===== config.mk =====
export PLATFORM = sky130hd
export DESIGN_NAME = pi_loop_filter
export DESIGN_NICKNAME = d
export VERILOG_FILES = /design/src/rtl/pi_lf_pkg.sv /design/src/rtl/pi_mul_shift.sv /design/src/rtl/pi_integrator.sv /design/src/rtl/pi_loop_filter.sv
export SDC_FILE = /design/constraint.sdc
export NUM_CORES = 1
export LEC_CHECK = 0
export ABC_AREA = 1
export ABC_CLOCK_PERIOD_IN_PS = 6500
export BUFFER_PORTS_ARGS = -buffer_cell sky130_fd_sc_hd__buf_2
export CAP_MARGIN = 20
export CORE_ASPECT_RATIO = 1.75
export CORE_MARGIN = 4
export CORE_UTILIZATION = 55
export DETAILED_ROUTE_END_ITERATION = 16
export PLACE_DENSITY_LB_ADDON = 0.15
export SYNTH_ARGS = -nofsm -noshare
export SYNTH_HDL_FRONTEND = slang
export SYNTH_HIERARCHICAL = 1
export SYNTH_SLANG_ARGS = --single-unit

===== constraint.sdc =====
create_clock -name clk -period 6.5 [get_ports clk]
set_input_delay 0.325 -clock clk [delete_from_list [all_inputs] [get_ports clk]]
set_output_delay 0.325 -clock clk [all_outputs]
set_load 0.005 [all_outputs]

===== src/rtl/pi_lf_pkg.sv =====
package pi_lf_pkg;
    typedef enum logic [1:0] {
        ST_IDLE,
        ST_MULT,
        ST_ACCUM,
        ST_EMIT
    } lf_state_t;
endpackage


===== src/rtl/pi_mul_shift.sv =====
module pi_mul_shift #(
    parameter int IN_W  = 16,
    parameter int K_W   = 32,
    parameter int OUT_W = 32,
    parameter int SHIFT = 15,
    parameter logic signed [K_W-1:0] K = '0
) (
    input  logic signed [IN_W-1:0]  a_i,
    output logic signed [OUT_W-1:0] y_o
);
    localparam int PROD_W = IN_W + K_W;

    logic signed [PROD_W-1:0] prod;
    logic signed [PROD_W-1:0] scaled;

    always_comb begin
        prod   = PROD_W'(a_i) * PROD_W'(K);
        scaled = prod >>> SHIFT;
        y_o    = scaled[OUT_W-1:0];
    end
endmodule


===== src/rtl/pi_integrator.sv =====
module pi_integrator #(
    parameter int W = 32,
    parameter logic signed [W-1:0] LIM = 32'sd65536000
) (
    input  logic                clk,
    input  logic                rst,
    input  logic                en_i,
    input  logic signed [W-1:0] inc_i,
    output logic signed [W-1:0] acc_o
);
    localparam logic signed [W:0] HI = {LIM[W-1], LIM};
    localparam logic signed [W:0] LO = -HI;

    logic signed [W:0] wide_sum;

    always_comb wide_sum = {acc_o[W-1], acc_o} + {inc_i[W-1], inc_i};

    always_ff @(posedge clk) begin
        if (rst)
            acc_o <= '0;
        else if (en_i) begin
            if (wide_sum > HI)
                acc_o <= LIM;
            else if (wide_sum < LO)
                acc_o <= -LIM;
            else
                acc_o <= wide_sum[W-1:0];
        end
    end

    // integrator holds when not enabled
    assert_acc_hold_R3: assert property (@(posedge clk) disable iff (rst)
        !en_i |=> $stable(acc_o));

    // integrator never leaves the clamp window
    assert_no_overflow_R4: assert property (@(posedge clk) disable iff (rst)
        (acc_o <= LIM) && (acc_o >= -LIM));
endmodule


===== src/rtl/pi_loop_filter.sv =====
module pi_loop_filter
    import pi_lf_pkg::*;
#(
    parameter int ERR_W  = 16,
    parameter int ERR_FR = 15,
    parameter int GAIN_W = 32,
    parameter int OUT_W  = 32,
    parameter logic signed [GAIN_W-1:0] KP_Q  = 32'sd10189367,
    parameter logic signed [GAIN_W-1:0] KIT_Q = 32'sd158470,
    parameter logic signed [OUT_W-1:0]  W0_Q  = 32'sd20588742,
    parameter logic signed [OUT_W-1:0]  LIM_Q = 32'sd65536000
) (
    input  logic                    clk,
    input  logic                    rst,
    input  logic                    strobe_i,
    input  logic signed [ERR_W-1:0] err_i,
    output logic signed [OUT_W-1:0] omega_o,
    output logic                    valid_o
);
    lf_state_t state, state_nx;

    logic signed [ERR_W-1:0] err_r;
    logic signed [OUT_W-1:0] p_term, i_inc;
    logic signed [OUT_W-1:0] p_r, inc_r;
    logic signed [OUT_W-1:0] acc;

    // proportional and integral products, computed in parallel
    pi_mul_shift #(.IN_W(ERR_W), .K_W(GAIN_W), .OUT_W(OUT_W), .SHIFT(ERR_FR), .K(KP_Q))
        u_prop (.a_i(err_r), .y_o(p_term));
    pi_mul_shift #(.IN_W(ERR_W), .K_W(GAIN_W), .OUT_W(OUT_W), .SHIFT(ERR_FR), .K(KIT_Q))
        u_intg (.a_i(err_r), .y_o(i_inc));

    pi_integrator #(.W(OUT_W), .LIM(LIM_Q)) u_acc (
        .clk   (clk),
        .rst   (rst),
        .en_i  (state == ST_ACCUM),
        .inc_i (inc_r),
        .acc_o (acc)
    );

    always_ff @(posedge clk) begin
        if (rst) state <= ST_IDLE;
        else     state <= state_nx;
    end

    always_comb begin
        state_nx = state;
        unique case (state)
            ST_IDLE:  if (strobe_i) state_nx = ST_MULT;
            ST_MULT:  state_nx = ST_ACCUM;
            ST_ACCUM: state_nx = ST_EMIT;
            ST_EMIT:  state_nx = ST_IDLE;
            default:  state_nx = ST_IDLE;
        endcase
    end

    always_ff @(posedge clk) begin
        if (rst) begin
            err_r   <= '0;
            p_r     <= '0;
            inc_r   <= '0;
            omega_o <= W0_Q;
            valid_o <= 1'b0;
        end else begin
            valid_o <= 1'b0;
            unique case (state)
                ST_IDLE:  if (strobe_i) err_r <= err_i;
                ST_MULT: begin
                    p_r   <= p_term;
                    inc_r <= i_inc;
                end
                ST_ACCUM: ;
                ST_EMIT: begin
                    omega_o <= W0_Q + p_r + acc;
                    valid_o <= 1'b1;
                end
                default: ;
            endcase
        end
    end

    // result pulse lasts one cycle
    assert_valid_pulse_R2: assert property (@(posedge clk) disable iff (rst)
        valid_o |=> !valid_o);

    // output holds between results
    assert_omega_hold_R7: assert property (@(posedge clk) disable iff (rst)
        !valid_o |-> $stable(omega_o));

    // strobe during a busy sample does not restart the sequence
    assert_busy_ignore_R7: assert property (@(posedge clk) disable iff (rst)
        (state == ST_MULT) |=> (state == ST_ACCUM));
endmodule


Yosys cells after proc, flatten, opt, wreduce, memory -nomap -nowiden
Cells that the tools add are included.
W data, S select, Z words.
{"block": "totals", "elab_cells": 25, "output_inout_bits": 33, "regBits": 135}
{"block": "op_classes", "n_addsub": 3, "n_eq_ne": 4, "n_mux": 5, "mul": 2, "order_cmp": 2, "n_reduce_logical": 2}
{"operator": "$mux W32", "n": 2}
{"operator": "$mul A16 B25 Y41 const B", "n": 1}
{"operator": "$mul A16 B18 Y34 const B", "n": 1}
{"operator": "$add A32 B20 Y33", "n": 1}
{"operator": "$gt A33 B27 Y1 const B", "n": 1}
{"operator": "$lt A33 B27 Y1 const B", "n": 1}
{"operator": "$add A26 B32 Y32 const A", "n": 1}
{"operator": "$add A32 B32 Y32", "n": 1}
{"operator": "$pmux W2 S4", "n": 1}
{"operator": "$eq A2 B2 Y1 const B", "n": 2}
{"operator": "$eq A2 B1 Y1 const B", "n": 1}
{"operator": "$logic_not A2 Y1", "n": 1}
{"operator": "$mux W2", "n": 1}
{"operator": "$ne A2 B2 Y1 const B", "n": 1}
{"operator": "$reduce_and A2 Y1", "n": 1}
{"operator": "$mux W1", "n": 1}

Logic depth before layout (Yosys ltp)
{"block": "depth", "depth_word": 4, "depth_mapped": 27, "ltp_nobuf": 26}

Cells and area by module
The synthesis kept the hierarchy.
{"mod": "pi_mul_shift at u_prop", "seq_area_each_um2": 0.0, "instances": 1, "area_per_inst_um2": 7601.0, "cells_each": 949}
{"mod": "pi_loop_filter", "seq_area_each_um2": 2302.2, "instances": 1, "area_per_inst_um2": 6802.8, "cells_each": 1053}
{"mod": "pi_mul_shift at u_intg", "seq_area_each_um2": 0.0, "instances": 1, "area_per_inst_um2": 5406.4, "cells_each": 772}
{"mod": "pi_integrator", "seq_area_each_um2": 640.6, "instances": 1, "area_per_inst_um2": 4139.0, "cells_each": 790}

Worst setup path before layout
No wires, ideal clock.
{"block": "synth_timing", "path_kind": "flip-flop to flip-flop", "start": "reg err_r[8]", "end": "reg p_r[31]", "arrival_time_ns": 5.093, "setup_ns": 0.116, "synth_period_minus_slack_ns": 5.209, "required_time_ns": 6.384, "stages_incl_launch_ff": 24, "n_path_buf": 1, "path_slack_ns": 1.291, "path_cell_list": "dfxtp_1 -> ha_1 -> inv_1 -> fa_1 -> fa_1 -> fa_1 -> inv_1 -> fa_1 -> inv_1 -> fa_1 -> inv_1 -> ha_1 -> nand2_1 -> nor2_1 -> nand2_1 -> nor2_1 -> nand2_1 -> nand3_1 -> nand2_1 -> nand3_1 -> nand2_1 -> buf_4 -> nor2_1 -> nor2_1"}
{"block": "synth_between", "elab_chain_cells": 1}
{"item": "from (decl)", "line": "pi_loop_filter.sv:22", "text": "logic signed [ERR_W-1:0] err_r;"}
{"item": "from (signal assigned)", "line": "pi_loop_filter.sv:67", "text": "ST_IDLE: if (strobe_i) err_r <= err_i;"}
{"item": "$mul A16 B25 Y41", "line": "pi_mul_shift.sv:17", "text": "prod = PROD_W'(a_i) * PROD_W'(K);"}
{"item": "net p_term[25]", "line": "pi_loop_filter.sv:23", "text": "logic signed [OUT_W-1:0] p_term, i_inc;"}
{"item": "to (signal assigned)", "line": "pi_loop_filter.sv:69", "text": "p_r <= p_term;"}
{"item": "to (decl)", "line": "pi_loop_filter.sv:24", "text": "logic signed [OUT_W-1:0] p_r, inc_r;"}
The timed path passes the listed nets, and every way through them passes these cells.
A chain may end at the register's enable or synchronous reset.

Worst setup path after layout
{"block": "layout_timing", "start": "reg err_r[3]", "end": "reg p_r[26]"}
Same word-level chain as after synthesis.

==> results.tsv <==
stage	metric	value	unit
floorplanning	rows	100	
critical_path	crit_path_cell_trace	buf_4, fa_1, ha_1, inv_1, fa_1, fa_1, fa_1, fa_1, inv_1, ha_1, a21oi_1, o21ai_1, inv_1, nand2_1, nand2_1, nand3_1, nand2_1, nand2_1, nand2_1, nand2_1, nor2_1, nor2_1	
sta	final-hold-violation-count	0	
global_route	grt_pass1_wl	125000	um
yosys	yosys_warnings	6	
yosys	synth_edf_count	0	
placement	dp_hpwl	70200	um
sta	fin_crit_sh	0.899	
run	drv_cap	0	
clock_tree	cts_tree	done	
layout	antennaDiodeCount	0	
yosys	synth_flop_cell	dfxtp_1	
global_route	grt.total_usage	0.344	
routing	drtAntennaViolNets	0	
floorplanning	start_util	0.560	
sta	relSlewSlack	0.442	
critical_path	r2r_start	err_r[3]	
floorplanning	die-height	284	um
critical_path	arrival	6.18	ns
critical_path	crit_path_start_kind	flop	
floorplanning	dieArea	47100	um^2
sta	rsz0062_at_grt	no	
routing	vias	22317	
global_route	antenna_found_initial	0	
yosys	syn-instance-count	3564	
yosys	synth-async-reset-ratio	0	
sta	report.final.setup_viol	0	
layout	drive_above_1_share	0.0499	
placement	gp_congestion	1.10	
yosys	syn-cell-area	23900	um^2
clock_tree	htree_levels	4	
routing	wl_per_cell	19.5	um
clock_tree	clk_pin_slew	0.07	ns
critical_path	critPathMostFrequentCell	nand2_1	
layout	final_common_cell	nand2_1	
sta	post-route-min-period	5.84	ns
layout	nets	4214	
min_path	holdCritPathClass	input port to flop	
routing	drc	0	
routing	drt-initial-drc-count	1260	
clock_tree	postCtsSetupBuffers	0	
routing	wl	81300	um
clock_tree	cts_buffers	17	
yosys	synth_cell_types	46	
placement	numPortBuffers	51	
critical_path	setup.worst_path.end_class	flop	
placement	dp_slack	0.726	ns
sta	drv_slew	0	
floorplanning	dieWidth	166	um
sta	tightest_slew	0.832	ns
yosys	synth_seq_area_share	0.123	
clock_tree	cts.sinks	147	
sta	fin_ws	0.655	ns
global_route	grt_max_degree	61	
critical_path	startpoint	err_r[3]	
routing	drt_first_pass_iters	8	
yosys	synth_nets	4186	
clock_tree	clk_latency	0.46	ns
sta	setup_tns	0	ns
global_route	grt_pass1_vias	23069	
critical_path	crit_type	flop to flop	
critical_path	crit_path_max_fanout	7	
critical_path	cp_slowest_cell	fa_1	
sta	max_freq	171	MHz
clock_tree	cts_buffer_depth	2	
clock_tree	cts_resized	0	
floorplanning	io_pins	52	
outcome	status	finished clean	
clock_tree	cts-root-buf	clkbuf_16	
clock_tree	cts_hold_buf	0	
critical_path	slowest_delay	0.56	ns
min_path	min-delay-start	err_i[14]	
layout	final_cell_mix	nand2_1, inv_1, ha_1	
sta	whs	0.127	ns
sta	clock_skew	0.0137	ns
layout	syn_to_final_growth	5.74	%
routing	via_per_inst	5.36	
yosys	syn_avg_cell_area	6.72	um^2
floorplanning	coreArea	42800	um^2
global_route	grt_overflow_total	0	
critical_path	cp_data_required_time	6.84	ns
yosys	yosys_register_bits	147	
kinds of logic (layout without fill, tap and decap cells):
group | count (synthesis) | after routing | synth area share
simple gates | 1532 | 1532 | 0.261
flops | 147 | 147 | 0.123
compound gates | 338 | 338 | 0.0761
xor+xnor | 32 | 32 | 0.0120
buf+inv | 912 | 952 | 0.147
fa+ha+maj | 603 | 603 | 0.381
critical path: cells and delay by family (launching register included):
| kind | cells | cell delay [ns] |
|---|---|---|
| AOI/OAI and AO/OA | 2 | 0.52 |
| buffers and inverters | 4 | 0.40 |
| and+or+nand+nor | 9 | 1.01 |
| DFF | 1 | 0.49 |
| adders and majority gates | 7 | 3.30 |
cell usage after synthesis (all sizes together) (2+ instances only):
library cell    n  share of area
and2            6         0.0016
nor3           26         0.0069
a21oi         172          0.037
xor2           24         0.0091
nor2          399          0.064
nand4          18         0.0047
xnor2           8         0.0029
clkinv          2        0.00031
clkbuf         31         0.0049
fa            210           0.18
o21bai          9         0.0028
nand3b          8         0.0025
a21boi          3         0.0011
o21ai         132          0.028
dfxtp         147           0.12
nand3         147          0.032
o21a            6         0.0019
nand2         925           0.15
buf            36          0.010
a21o           11         0.0034
inv           843           0.13
ha            393           0.21
layout make-up:
cell class                      instances  area, um^2
Inverter                              845        3170
Tap cell                              561         702
Sequential cell                       147        2940
Fill cell                            4260       17500
Timing Repair Buffer                   76         443
Multi-Input combinational cell       2505       17500
Clock inverter                         13         151
Clock buffer                           18         439
metrics by stage:
stage | cell area, um^2 | utilization | cells
after floorplan | 23900 | - | 3564
after global routing | 25300 | 0.592 | 4165
after detailed placement | 24700 | 0.578 | 4134
after global placement | 24700 | 0.578 | 4134
final | 25300 | 0.592 | 4165
after CTS | 25300 | 0.592 | 4165
final timing paths:
path / end / slack [ns] / depth (start not counted)
worst max-delay path: p_r[26] / 0.66 / 22
worst max register to register: p_r[26] / 0.66 / 22
worst min-delay path: err_r[14] / 0.13 / 3
worst min register to register: p_r[13] / 0.47 / 2
flip-flops by register name, indices dropped and copies added (netlist names):
register and count:
inc_r 32, u_acc/acc_o 32, state 2, err_r 16, omega_o 32, p_r 32, valid_o 1
routing by layer:
| metal | up-vias | global-route usage | part of all wire |
|---|---|---|---|
| met5 | - | 0 | 0 |
| met4 | 0 | 0.342 | 0.13 |
| met3 | 399 | 0.0429 | 0.036 |
| met2 | 776 | 0.644 | 0.52 |
| met1 | 10268 | 0.307 | 0.32 |
| li1 | 10874 | - | - |
Power is not shown: default switching activity piles up to over one toggle a cycle in this logic, so the estimate is an artifact.
